==> config.mk <==
export PLATFORM = sky130hd
export DESIGN_NAME = osc_settle_timer
export DESIGN_NICKNAME = d
export VERILOG_FILES = /design/src/rtl/osc_settle_pkg.sv /design/src/rtl/osc_settle_count.sv /design/src/rtl/osc_settle_flags.sv /design/src/rtl/osc_settle_rdport.sv /design/src/rtl/osc_settle_timer.sv
export SDC_FILE = /design/constraint.sdc
export NUM_CORES = 1
export LEC_CHECK = 0
export BUFFER_PORTS_ARGS = -buffer_cell sky130_fd_sc_hd__buf_2
export CORE_ASPECT_RATIO = 1.2
export CORE_MARGIN = 1
export CORE_UTILIZATION = 30
export CTS_CLUSTER_DIAMETER = 100
export DETAILED_ROUTE_END_ITERATION = 16
export PLACE_DENSITY = 0.58
export SKIP_LAST_GASP = 1
export SYNTH_ARGS = -nofsm -noshare
export SYNTH_HDL_FRONTEND = slang
export SYNTH_SLANG_ARGS = --single-unit
==> constraint.sdc <==
create_clock -name clk -period 4.1 [get_ports clk]
set_input_delay 0.82 -clock clk [delete_from_list [all_inputs] [get_ports clk]]
set_output_delay 0.82 -clock clk [all_outputs]
set_load 0.05 [all_outputs]
==> src/rtl/osc_settle_pkg.sv <==
package osc_settle_pkg;

  localparam int unsigned NUM_FLAGS = 5;
  localparam int unsigned STAT_W    = 8;
  localparam int unsigned SEL_W     = 3;

  typedef logic [SEL_W-1:0] wsel_t;

  // log2 of the edge count for flag number idx (flag 0 is the shortest)
  function automatic int unsigned flag_log(input int unsigned idx);
    case (idx)
      0:       return 11;
      1:       return 13;
      2:       return 14;
      3:       return 15;
      default: return 16;
    endcase
  endfunction

  // map a select code onto the flag that ends the wait
  function automatic int unsigned sel_to_flag(input wsel_t sel);
    if (int'(sel) >= NUM_FLAGS - 1) return NUM_FLAGS - 1;
    return int'(sel);
  endfunction

endpackage

==> src/rtl/osc_settle_count.sv <==
module osc_settle_count
  import osc_settle_pkg::*;
#(
  parameter int unsigned CNT_W = 17
) (
  input  logic             clk,
  input  logic             rst_n,
  input  logic             clr,
  input  wsel_t            sel,
  output logic [CNT_W-1:0] cnt_nxt_o,
  output logic [CNT_W-1:0] limit_o
);

  logic [CNT_W-1:0] cnt_q;

  always_comb begin
    limit_o = CNT_W'(1) << flag_log(sel_to_flag(sel));
  end

  // saturating count: stops at the selected limit, never wraps
  always_comb begin
    if (clr)                 cnt_nxt_o = '0;
    else if (cnt_q < limit_o) cnt_nxt_o = cnt_q + CNT_W'(1);
    else                     cnt_nxt_o = cnt_q;
  end

  always_ff @(posedge clk or negedge rst_n) begin
    if (!rst_n) cnt_q <= '0;
    else        cnt_q <= cnt_nxt_o;
  end

endmodule

==> src/rtl/osc_settle_flags.sv <==
module osc_settle_flags
  import osc_settle_pkg::*;
#(
  parameter int unsigned CNT_W = 17,
  parameter int unsigned NFLAG = NUM_FLAGS
) (
  input  logic             clk,
  input  logic             rst_n,
  input  logic             clr,
  input  logic [CNT_W-1:0] cnt_nxt,
  input  logic [CNT_W-1:0] limit,
  output logic [NFLAG-1:0] flags_o,
  output logic             stable_o
);

  logic [NFLAG-1:0] flag_q;
  logic             stable_q;

  for (genvar i = 0; i < NFLAG; i++) begin : g_flag
    localparam logic [CNT_W-1:0] THRESH = CNT_W'(1) << flag_log(i);
    always_ff @(posedge clk or negedge rst_n) begin
      if (!rst_n)   flag_q[i] <= 1'b0;
      else if (clr) flag_q[i] <= 1'b0;
      else          flag_q[i] <= flag_q[i] | (cnt_nxt >= THRESH);
    end
  end

  always_ff @(posedge clk or negedge rst_n) begin
    if (!rst_n)   stable_q <= 1'b0;
    else if (clr) stable_q <= 1'b0;
    else          stable_q <= stable_q | (cnt_nxt >= limit);
  end

  assign flags_o  = flag_q;
  assign stable_o = stable_q;

endmodule

==> src/rtl/osc_settle_rdport.sv <==
module osc_settle_rdport #(
  parameter int unsigned STAT_W = 8,
  localparam int unsigned IDX_W = $clog2(STAT_W)
) (
  input  logic              clk,
  input  logic              rst_n,
  input  logic              rd_en,
  input  logic [IDX_W-1:0]  rd_idx,
  input  logic [STAT_W-1:0] status,
  output logic [STAT_W-1:0] rd_byte_o,
  output logic              rd_bit_o
);

  always_ff @(posedge clk or negedge rst_n) begin
    if (!rst_n) begin
      rd_byte_o <= '0;
      rd_bit_o  <= 1'b0;
    end else if (rd_en) begin
      rd_byte_o <= status;
      rd_bit_o  <= status[rd_idx];
    end
  end

endmodule

==> src/rtl/osc_settle_timer.sv <==
module osc_settle_timer
  import osc_settle_pkg::*;
#(
  parameter int unsigned CNT_W = 17,
  localparam int unsigned IDX_W = $clog2(STAT_W)
) (
  input  logic              clk,
  input  logic              rst_n,
  input  logic              clr_i,
  input  logic [SEL_W-1:0]  wait_sel_i,
  input  logic              rd_en_i,
  input  logic [IDX_W-1:0]  rd_bit_idx_i,
  output logic [STAT_W-1:0] status_o,
  output logic              stable_o,
  output logic [STAT_W-1:0] rd_byte_o,
  output logic              rd_bit_o
);

  logic [CNT_W-1:0]     cnt_nxt;
  logic [CNT_W-1:0]     limit;
  logic [NUM_FLAGS-1:0] flags;

  osc_settle_count #(.CNT_W(CNT_W)) u_count (
    .clk       (clk),
    .rst_n     (rst_n),
    .clr       (clr_i),
    .sel       (wait_sel_i),
    .cnt_nxt_o (cnt_nxt),
    .limit_o   (limit)
  );

  osc_settle_flags #(.CNT_W(CNT_W), .NFLAG(NUM_FLAGS)) u_flags (
    .clk      (clk),
    .rst_n    (rst_n),
    .clr      (clr_i),
    .cnt_nxt  (cnt_nxt),
    .limit    (limit),
    .flags_o  (flags),
    .stable_o (stable_o)
  );

  // shortest milestone at the top bit, later ones below, low bits unused
  always_comb begin
    status_o = '0;
    for (int i = 0; i < NUM_FLAGS; i++) begin
      status_o[STAT_W-1-i] = flags[i];
    end
  end

  osc_settle_rdport #(.STAT_W(STAT_W)) u_rd (
    .clk       (clk),
    .rst_n     (rst_n),
    .rd_en     (rd_en_i),
    .rd_idx    (rd_bit_idx_i),
    .status    (status_o),
    .rd_byte_o (rd_byte_o),
    .rd_bit_o  (rd_bit_o)
  );

endmodule

==> flow_metrics.env, run 1 <==
export IMPL_status="complete, but fails checks"
export IMPL_violations="design-rule violations"
export IMPL_drive_gt1_share_pct=22.8
export IMPL_gp_congestion=0.774
export IMPL_final_core_util_pct=37.3
export IMPL_synth_adder_area_share_pct=15.2
export IMPL_synth_seq_area_share_pct=36.8
export IMPL_post_route_period_util_pct=93.6
export IMPL_final_setup_viol_count=0
export IMPL_worst_slack_ps=263
export IMPL_firstDrtPassIters=10
export IMPL_grt_max_degree=30
export IMPL_pre_cts_ws_ps=-145
export IMPL_cts_max_level=2
export IMPL_via_per_inst=4.70
export IMPL_drt_iter0_markers=38
export IMPL_grt_overflow=0
export IMPL_core_um2=6410
export IMPL_grt_usage_pct=12.6
export IMPL_areaGrowthSynthToFinish_pct=21.0
export IMPL_syn_area_um2=1970
export IMPL_fin_nets=284
export IMPL_grt_pass1_vias=1582
export IMPL_async_reset_ff_share_pct=100
export IMPL_swShare_pct=25.9
export IMPL_power_density_nw_per_um2=253
export IMPL_seqPwrFrac_pct=48.8
export IMPL_synth_seq_cells=29
export IMPL_critPathCaptureType="flop"
export IMPL_synth_most_common_cell="dfrtp_1"
export IMPL_yosysWarningCount=0
export IMPL_hold_path_class="reg2reg"
export IMPL_met3_length_um=171
export IMPL_drcViolationCount=1
export IMPL_start_util_pct=30.8
export IMPL_n_antenna_cell=0
export IMPL_maxCapViolCount=0
export IMPL_drt_met1_wl_um=1750
export IMPL_worstMarginPinSlew_ps=666
export IMPL_die_w_um=76.1
export IMPL_yosysTopAreaCellShare_pct=36.8
export IMPL_synth_area_leaders="dfrtp_1 (37%), ha_1 (15%), nor2_1 (4.6%), xor2_1 (4.4%), xnor2_1 (3.1%)"
export IMPL_rsz0062_at_grt="false"
export IMPL_ctsLongestPathBuffers=2
export IMPL_cts_root_buf="clkbuf_8"
export IMPL_timing_final_crit_period_ps=3840
export IMPL_wl_um=3830
export IMPL_clockPowerShare_pct=39.2
export IMPL_routed_top_layer="met4"
export IMPL_cts_sinks=29
export IMPL_clock_skew_ps=7.89
export IMPL_ioPinCount=28
export IMPL_synthCells=201
export IMPL_syn_avg_cell_area_um2=9.82
export IMPL_synth_xor_area_share_pct=7.54
export IMPL_vias=1576
export IMPL_synth_cell_types=41
export IMPL_switchingPower_w=0.000157
export IMPL_leakagePower_nw=1.16
export IMPL_final_fill_count=666
export IMPL_dieHeight_um=90.9
export IMPL_clock_latency_ps=280
export IMPL_crit_fanout=4
export IMPL_path_class="in2reg"
export IMPL_maxSlewViolCount=0
export IMPL_wl_met2_um=1870
export IMPL_hold_violations=0
export IMPL_routedWlPerCell_um=11.4
export IMPL_dominantRegCellSynth="dfrtp_1"
export IMPL_synth_edf_count=0
export IMPL_die_area_um2=6910
export IMPL_cts_made_buffers=5
export IMPL_relSlewSlack_pct=55.6
export IMPL_cp_arrival_ps=4000
export IMPL_path_clk_slew_ps=60
export IMPL_antenna_found_initial=0
export IMPL_grt_pass1_wl_um=6970
export IMPL_ir_worst_vdd_mv=0.0968
export IMPL_synth_simple_area_share_pct=18.8
export IMPL_comb_power_share_pct=12.0
export IMPL_r2r_slack_ps=760
export IMPL_synthTopCellsByCount="dfrtp_1 (29), ha_1 (24), nor2_1 (24)"
export IMPL_port_buffers=21
export IMPL_rows=32
export IMPL_fmax_mhz=261
export IMPL_synth_compound_area_share_pct=11.5
export IMPL_ant_nets=0
export IMPL_critical_path_startpoint_type="primary input"
export IMPL_crit_required_ps=4260
export IMPL_internal_power_w=0.000448
export IMPL_synth_mux_area_share_pct=4.50
export IMPL_hpwl_um=3040
export IMPL_cts_tree="yes"
export IMPL_synth_top_family_by_area="simple AND/OR/NAND/NOR gates"
export IMPL_synth_top_area_cell="dfrtp_1"
[worst paths after layout]
| path | end | from | cells after the start |
|---|---|---|---|
| max | u_flags.stable_o | wait_sel_i[2] | 17 |
| min | u_rd.rd_byte_o[4] | u_rd.rd_byte_o[4] | 1 |
| max reg2reg | u_flags.stable_o | u_count.cnt_q[14] | 15 |
| min reg2reg | u_rd.rd_byte_o[4] | u_rd.rd_byte_o[4] | 1 |
| max in group asynchronous | u_flags.flags_o[0] | rst_n | 1 |
| min in group asynchronous | u_count.cnt_q[0] | rst_n | 1 |
[cell type report]
type                       instances  area (um2)  area share (%)
timing repair buffer              36         218            9.11
sequential                        29         726            30.4
tap                               85         106            4.45
inverter                          11        41.3            1.73
multi-input combinational        167        1210            50.7
clock buffer                       7        86.3            3.61
[routing by layer]
layer / vias up / GRT usage, %
li1: 791 / -
met1: 747 / 14.8
met2: 34 / 21.7
met3: 4 / 3.84
met4: 0 / 4.01
met5: - / 0
[power groups by stage]
stage / registers, W / clock network (W) / logic, W
6_report: 0.000295 / 0.000237 / 0.0000728
5_1_grt: 0.000296 / 0.000260 / 0.0000838
4_1_cts: 0.000295 / 0.000247 / 0.0000740
3_5_place_dp: 0.000300 / 0 / 0.0000735
3_3_place_gp: 0.000300 / 0 / 0.0000728
2_1_floorplan: 0.000302 / 0 / 0.0000541
[critical path: stages]
cell	delay, ps
buf_2	110
or3_1	400
ha_1	280
o21ai_0	200
a21oi_2	140
nor3_2	150
nand4_1	140
or3_1	340
a21oi_2	170
ha_1	260
a21o_1	150
a21oi_1	130
nor2b_1	60
a2111oi_1	320
o21ai_1	120
o2111ai_1	110
a21oi_1	80
[per-stage QoR]
stage	setup TNS (ps)	instances	instance area [um2]	hold WS, ps	total power (W)
finish	0	335	2390	502	0.000605
floorplan	0	218	2040	524	0.000356
CTS	0	335	2380	509	0.000615
global route	0	335	2390	515	0.000639
global placement	0	328	2300	484	0.000373
detailed placement	-145	328	2300	495	0.000374
[cells in the final DEF, fill, tap and decap left out, types with 4 or more instances in the layout]
master	count
o21ai_0	5
buf_2	21
xnor2_1	7
conb_1	19
nand2_1	5
nand4_1	9
buf_4	15
mux2_2	5
ha_1	24
inv_1	10
nand3_1	8
or3_1	4
dfrtp_1	29
nor2_1	24
clkbuf_8	6
a21oi_1	9
xor2_1	10
[flip-flops by register name, indices dropped and copies added (netlist names)]
register,flops
u_flags.stable_o,1
u_count.cnt_q,17
u_rd.rd_bit_o,1
u_flags.flags_o,5
u_rd.rd_byte_o,5
[cells by family after synthesis]
| logic type | Yosys count |
|---|---|
| AOI/OAI and AO/OA | 33 |
| xor gates and xnor gates | 17 |
| adders and majority gates | 24 |
| buffers and inverters | 22 |
| DFF | 29 |
| muxes | 7 |
| other | 2 |
| and+or+nand+nor | 67 |
[repair_timing]
item	CTS	global route
setup endpoints to repair	0	1
hold buffers	0	0
resized for setup	0	2
setup buffers	0	0
Power figures use the tool's default switching activity.
==> run 2, diff against run 1 <==
CORE_UTILIZATION = 36   (was 30)
PLACE_DENSITY = 0.65   (was 0.58)
clock period = 4 ns   (was 4.1 ns; I/O delays follow)
==> flow_metrics.env, run 2 (same netlist as run 1, synthesis figures left out) <==
export IMPL_worst_slack_ps=243
export IMPL_largest_reg_flops=17
export IMPL_reg2reg_to="u_flags.stable_o"
export IMPL_clock_skew_ps=3.85
export IMPL_hpwl_um=3010
export IMPL_r2r_start="u_count.cnt_q[14]"
export IMPL_pre_cts_ws_ps=-189
export IMPL_r2r_slack_ps=690
export IMPL_cts_max_level=2
export IMPL_grt_pass1_wl_um=6910
export IMPL_fmax_mhz=266
export IMPL_cp_arrival_ps=3920
export IMPL_leakagePower_nw=1.21
export IMPL_crit_fanout=3
export IMPL_internal_power_w=0.000575
export IMPL_placed_cells=311
export IMPL_antenna_found_initial=0
export IMPL_core_um2=5300
export IMPL_dieHeight_um=83.1
export IMPL_cts_root_buf="clkbuf_8"
export IMPL_cts_made_buffers=5
export IMPL_ioPinCount=28
export IMPL_ant_nets=0
export IMPL_port_buffers=21
export IMPL_vias=1583
export IMPL_timing_final_crit_period_ps=3760
export IMPL_rr_worst_depth=15
export IMPL_finalNonFillerCells=319
export IMPL_drt_iter0_markers=111
export IMPL_post_route_cell_area_um2=2460
export IMPL_cp_slowest_stage_delay_ps=380
export IMPL_clockPowerShare_pct=48.7
export IMPL_grt_max_degree=30
export IMPL_relSlewSlack_pct=56.1
export IMPL_crit_required_ps=4160
export IMPL_gp_congestion=0.754
export IMPL_swShare_pct=23.0
export IMPL_path_clk_slew_ps=70
export IMPL_wl_um=3930
export IMPL_switchingPower_w=0.000172
export IMPL_final_fill_count=510
export IMPL_final_setup_viol_count=0
export IMPL_firstDrtPassIters=4
export IMPL_grt_usage_pct=14.9
export IMPL_fin_nets=290
export IMPL_path_buf_inv=2
export IMPL_n_antenna_cell=0
export IMPL_areaGrowthSynthToFinish_pct=24.6
export IMPL_min_from="u_rd.rd_byte_o[5]"
export IMPL_ctsHoldBuffers=0
export IMPL_via_per_inst=4.96
export IMPL_slowest_stage="or3_1"
export IMPL_grt_pass1_vias=1527
export IMPL_crit_family="compound AO/OA/AOI/OAI gates"
export IMPL_critical_path_startpoint_type="primary input"
export IMPL_status="finished, final reports clean"
export IMPL_ctsLongestPathBuffers=2
export IMPL_crit_chain="buf_2 -> inv_1 -> or3_1 -> ha_1 -> a211oi_2 -> nor2_2 -> nor3_4 -> nand4_1 -> or3_1 -> a21oi_2 -> ha_1 -> a21o_1 -> a21oi_1 -> nor2b_1 -> a2111oi_1 -> o21ai_1 -> o2111ai_1 -> a21oi_1"
export IMPL_routedWlPerCell_um=12.3
export IMPL_grt_overflow=0
export IMPL_critPathCaptureType="flop"
export IMPL_hold_violations=0
export IMPL_mostFrequentLayoutCells="dfrtp_1 (29), nor2_1 (24), ha_1 (24), buf_2 (21), buf_4 (21)"
export IMPL_hold_depth=1
export IMPL_rows=29
export IMPL_final_core_util_pct=46.4
export IMPL_place_area_um2=2320
export IMPL_seqPwrFrac_pct=40.5
export IMPL_start_util_pct=37.3
export IMPL_maxCapViolCount=0
export IMPL_die_area_um2=5790
export IMPL_largest_register="u_count.cnt_q"
export IMPL_hold_path_class="reg2reg"
export IMPL_power_density_nw_per_um2=303
export IMPL_cts_tree="yes"
export IMPL_drive_gt1_share_pct=25.3
export IMPL_worstMarginPinSlew_ps=659
export IMPL_maxSlewViolCount=0
export IMPL_hold_end="u_rd.rd_byte_o[5]"
export IMPL_comb_power_share_pct=10.8
export IMPL_cts_sinks=29
export IMPL_die_w_um=69.6
export IMPL_ir_worst_vdd_mv=0.186
export IMPL_final_common_cell="dfrtp_1"
export IMPL_post_route_period_util_pct=93.9
export IMPL_path_class="in2reg"
export IMPL_drcViolationCount=0
export IMPL_clock_latency_ps=280
==> run 2: repair_timing <==
| item | in CTS | in global routing |
|---|---|---|
| endpoints found under the hold margin | 0 | 0 |
| setup buffers | 0 | 0 |
| gates resized for setup | 0 | 3 |
| setup endpoints to repair | 0 | 1 |
==> run 2: worst max path at each step <==
| stage | from | to | slack [ps] | cells past startpoint |
|---|---|---|---|---|
| after CTS | wait_sel_i[2] | u_flags.stable_o | 110 | 17 |
| after floorplan | wait_sel_i[2] | u_flags.stable_o | 60 | 16 |
| after global placement | wait_sel_i[2] | u_flags.stable_o | -60 | 16 |
| after global routing | wait_sel_i[2] | u_flags.stable_o | -2 | 19 |
| after detailed placement | wait_sel_i[2] | u_flags.stable_o | -190 | 17 |
| final | wait_sel_i[0] | u_flags.stable_o | 240 | 18 |
==> run 2: area by class of cell <==
class                   count  area [um2]  area share, %
clock inverters             3        65.1           2.64
multi-input cells         167        1220           49.5
repair buffers             42         263           10.7
inverters                  11        41.3           1.68
clock buffers               5        68.8           2.80
flip-flops and latches     29         726           29.5
well taps                  62        77.6           3.15
==> run 2: worst reg2reg max path: stages (launching register included) <==
cell and delay [ps]:
dfrtp_1 470, ha_1 360, a211oi_2 200, nor2_2 120
nor3_4 180, nand4_1 130, or3_1 360, a21oi_2 170
ha_1 250, a21o_1 160, a21oi_1 140, nor2b_1 60
a2111oi_1 240, o21ai_1 130, o2111ai_1 130, a21oi_1 90
==> run 2: routing by layer <==
metal	global-route usage (%)	share of wire, %	vias up
li1	-	-	798
met1	18.8	46	747
met2	25.1	49	34
met3	3.03	3.5	4
met4	5.57	0.53	0
met5	0	0	-
==> run 2: per-stage QoR <==
step,hold slack (ps),power [W],TNS [ps]
finish,501,0.000746,0
global route,520,0.000783,-1.59
CTS,507,0.000759,0
detailed placement,491,0.000389,-189
global placement,484,0.000388,-63.1
floorplan,504,0.000365,0
==> run 2: power groups by stage <==
stage                     clock, W  sequential [W]  combinational, W
after CTS                 0.000375        0.000302         0.0000822
after detailed placement         0        0.000307         0.0000813
after global routing      0.000389        0.000302         0.0000916
after floorplan                  0        0.000309         0.0000558
after global placement           0        0.000307         0.0000804
final                     0.000364        0.000302         0.0000807
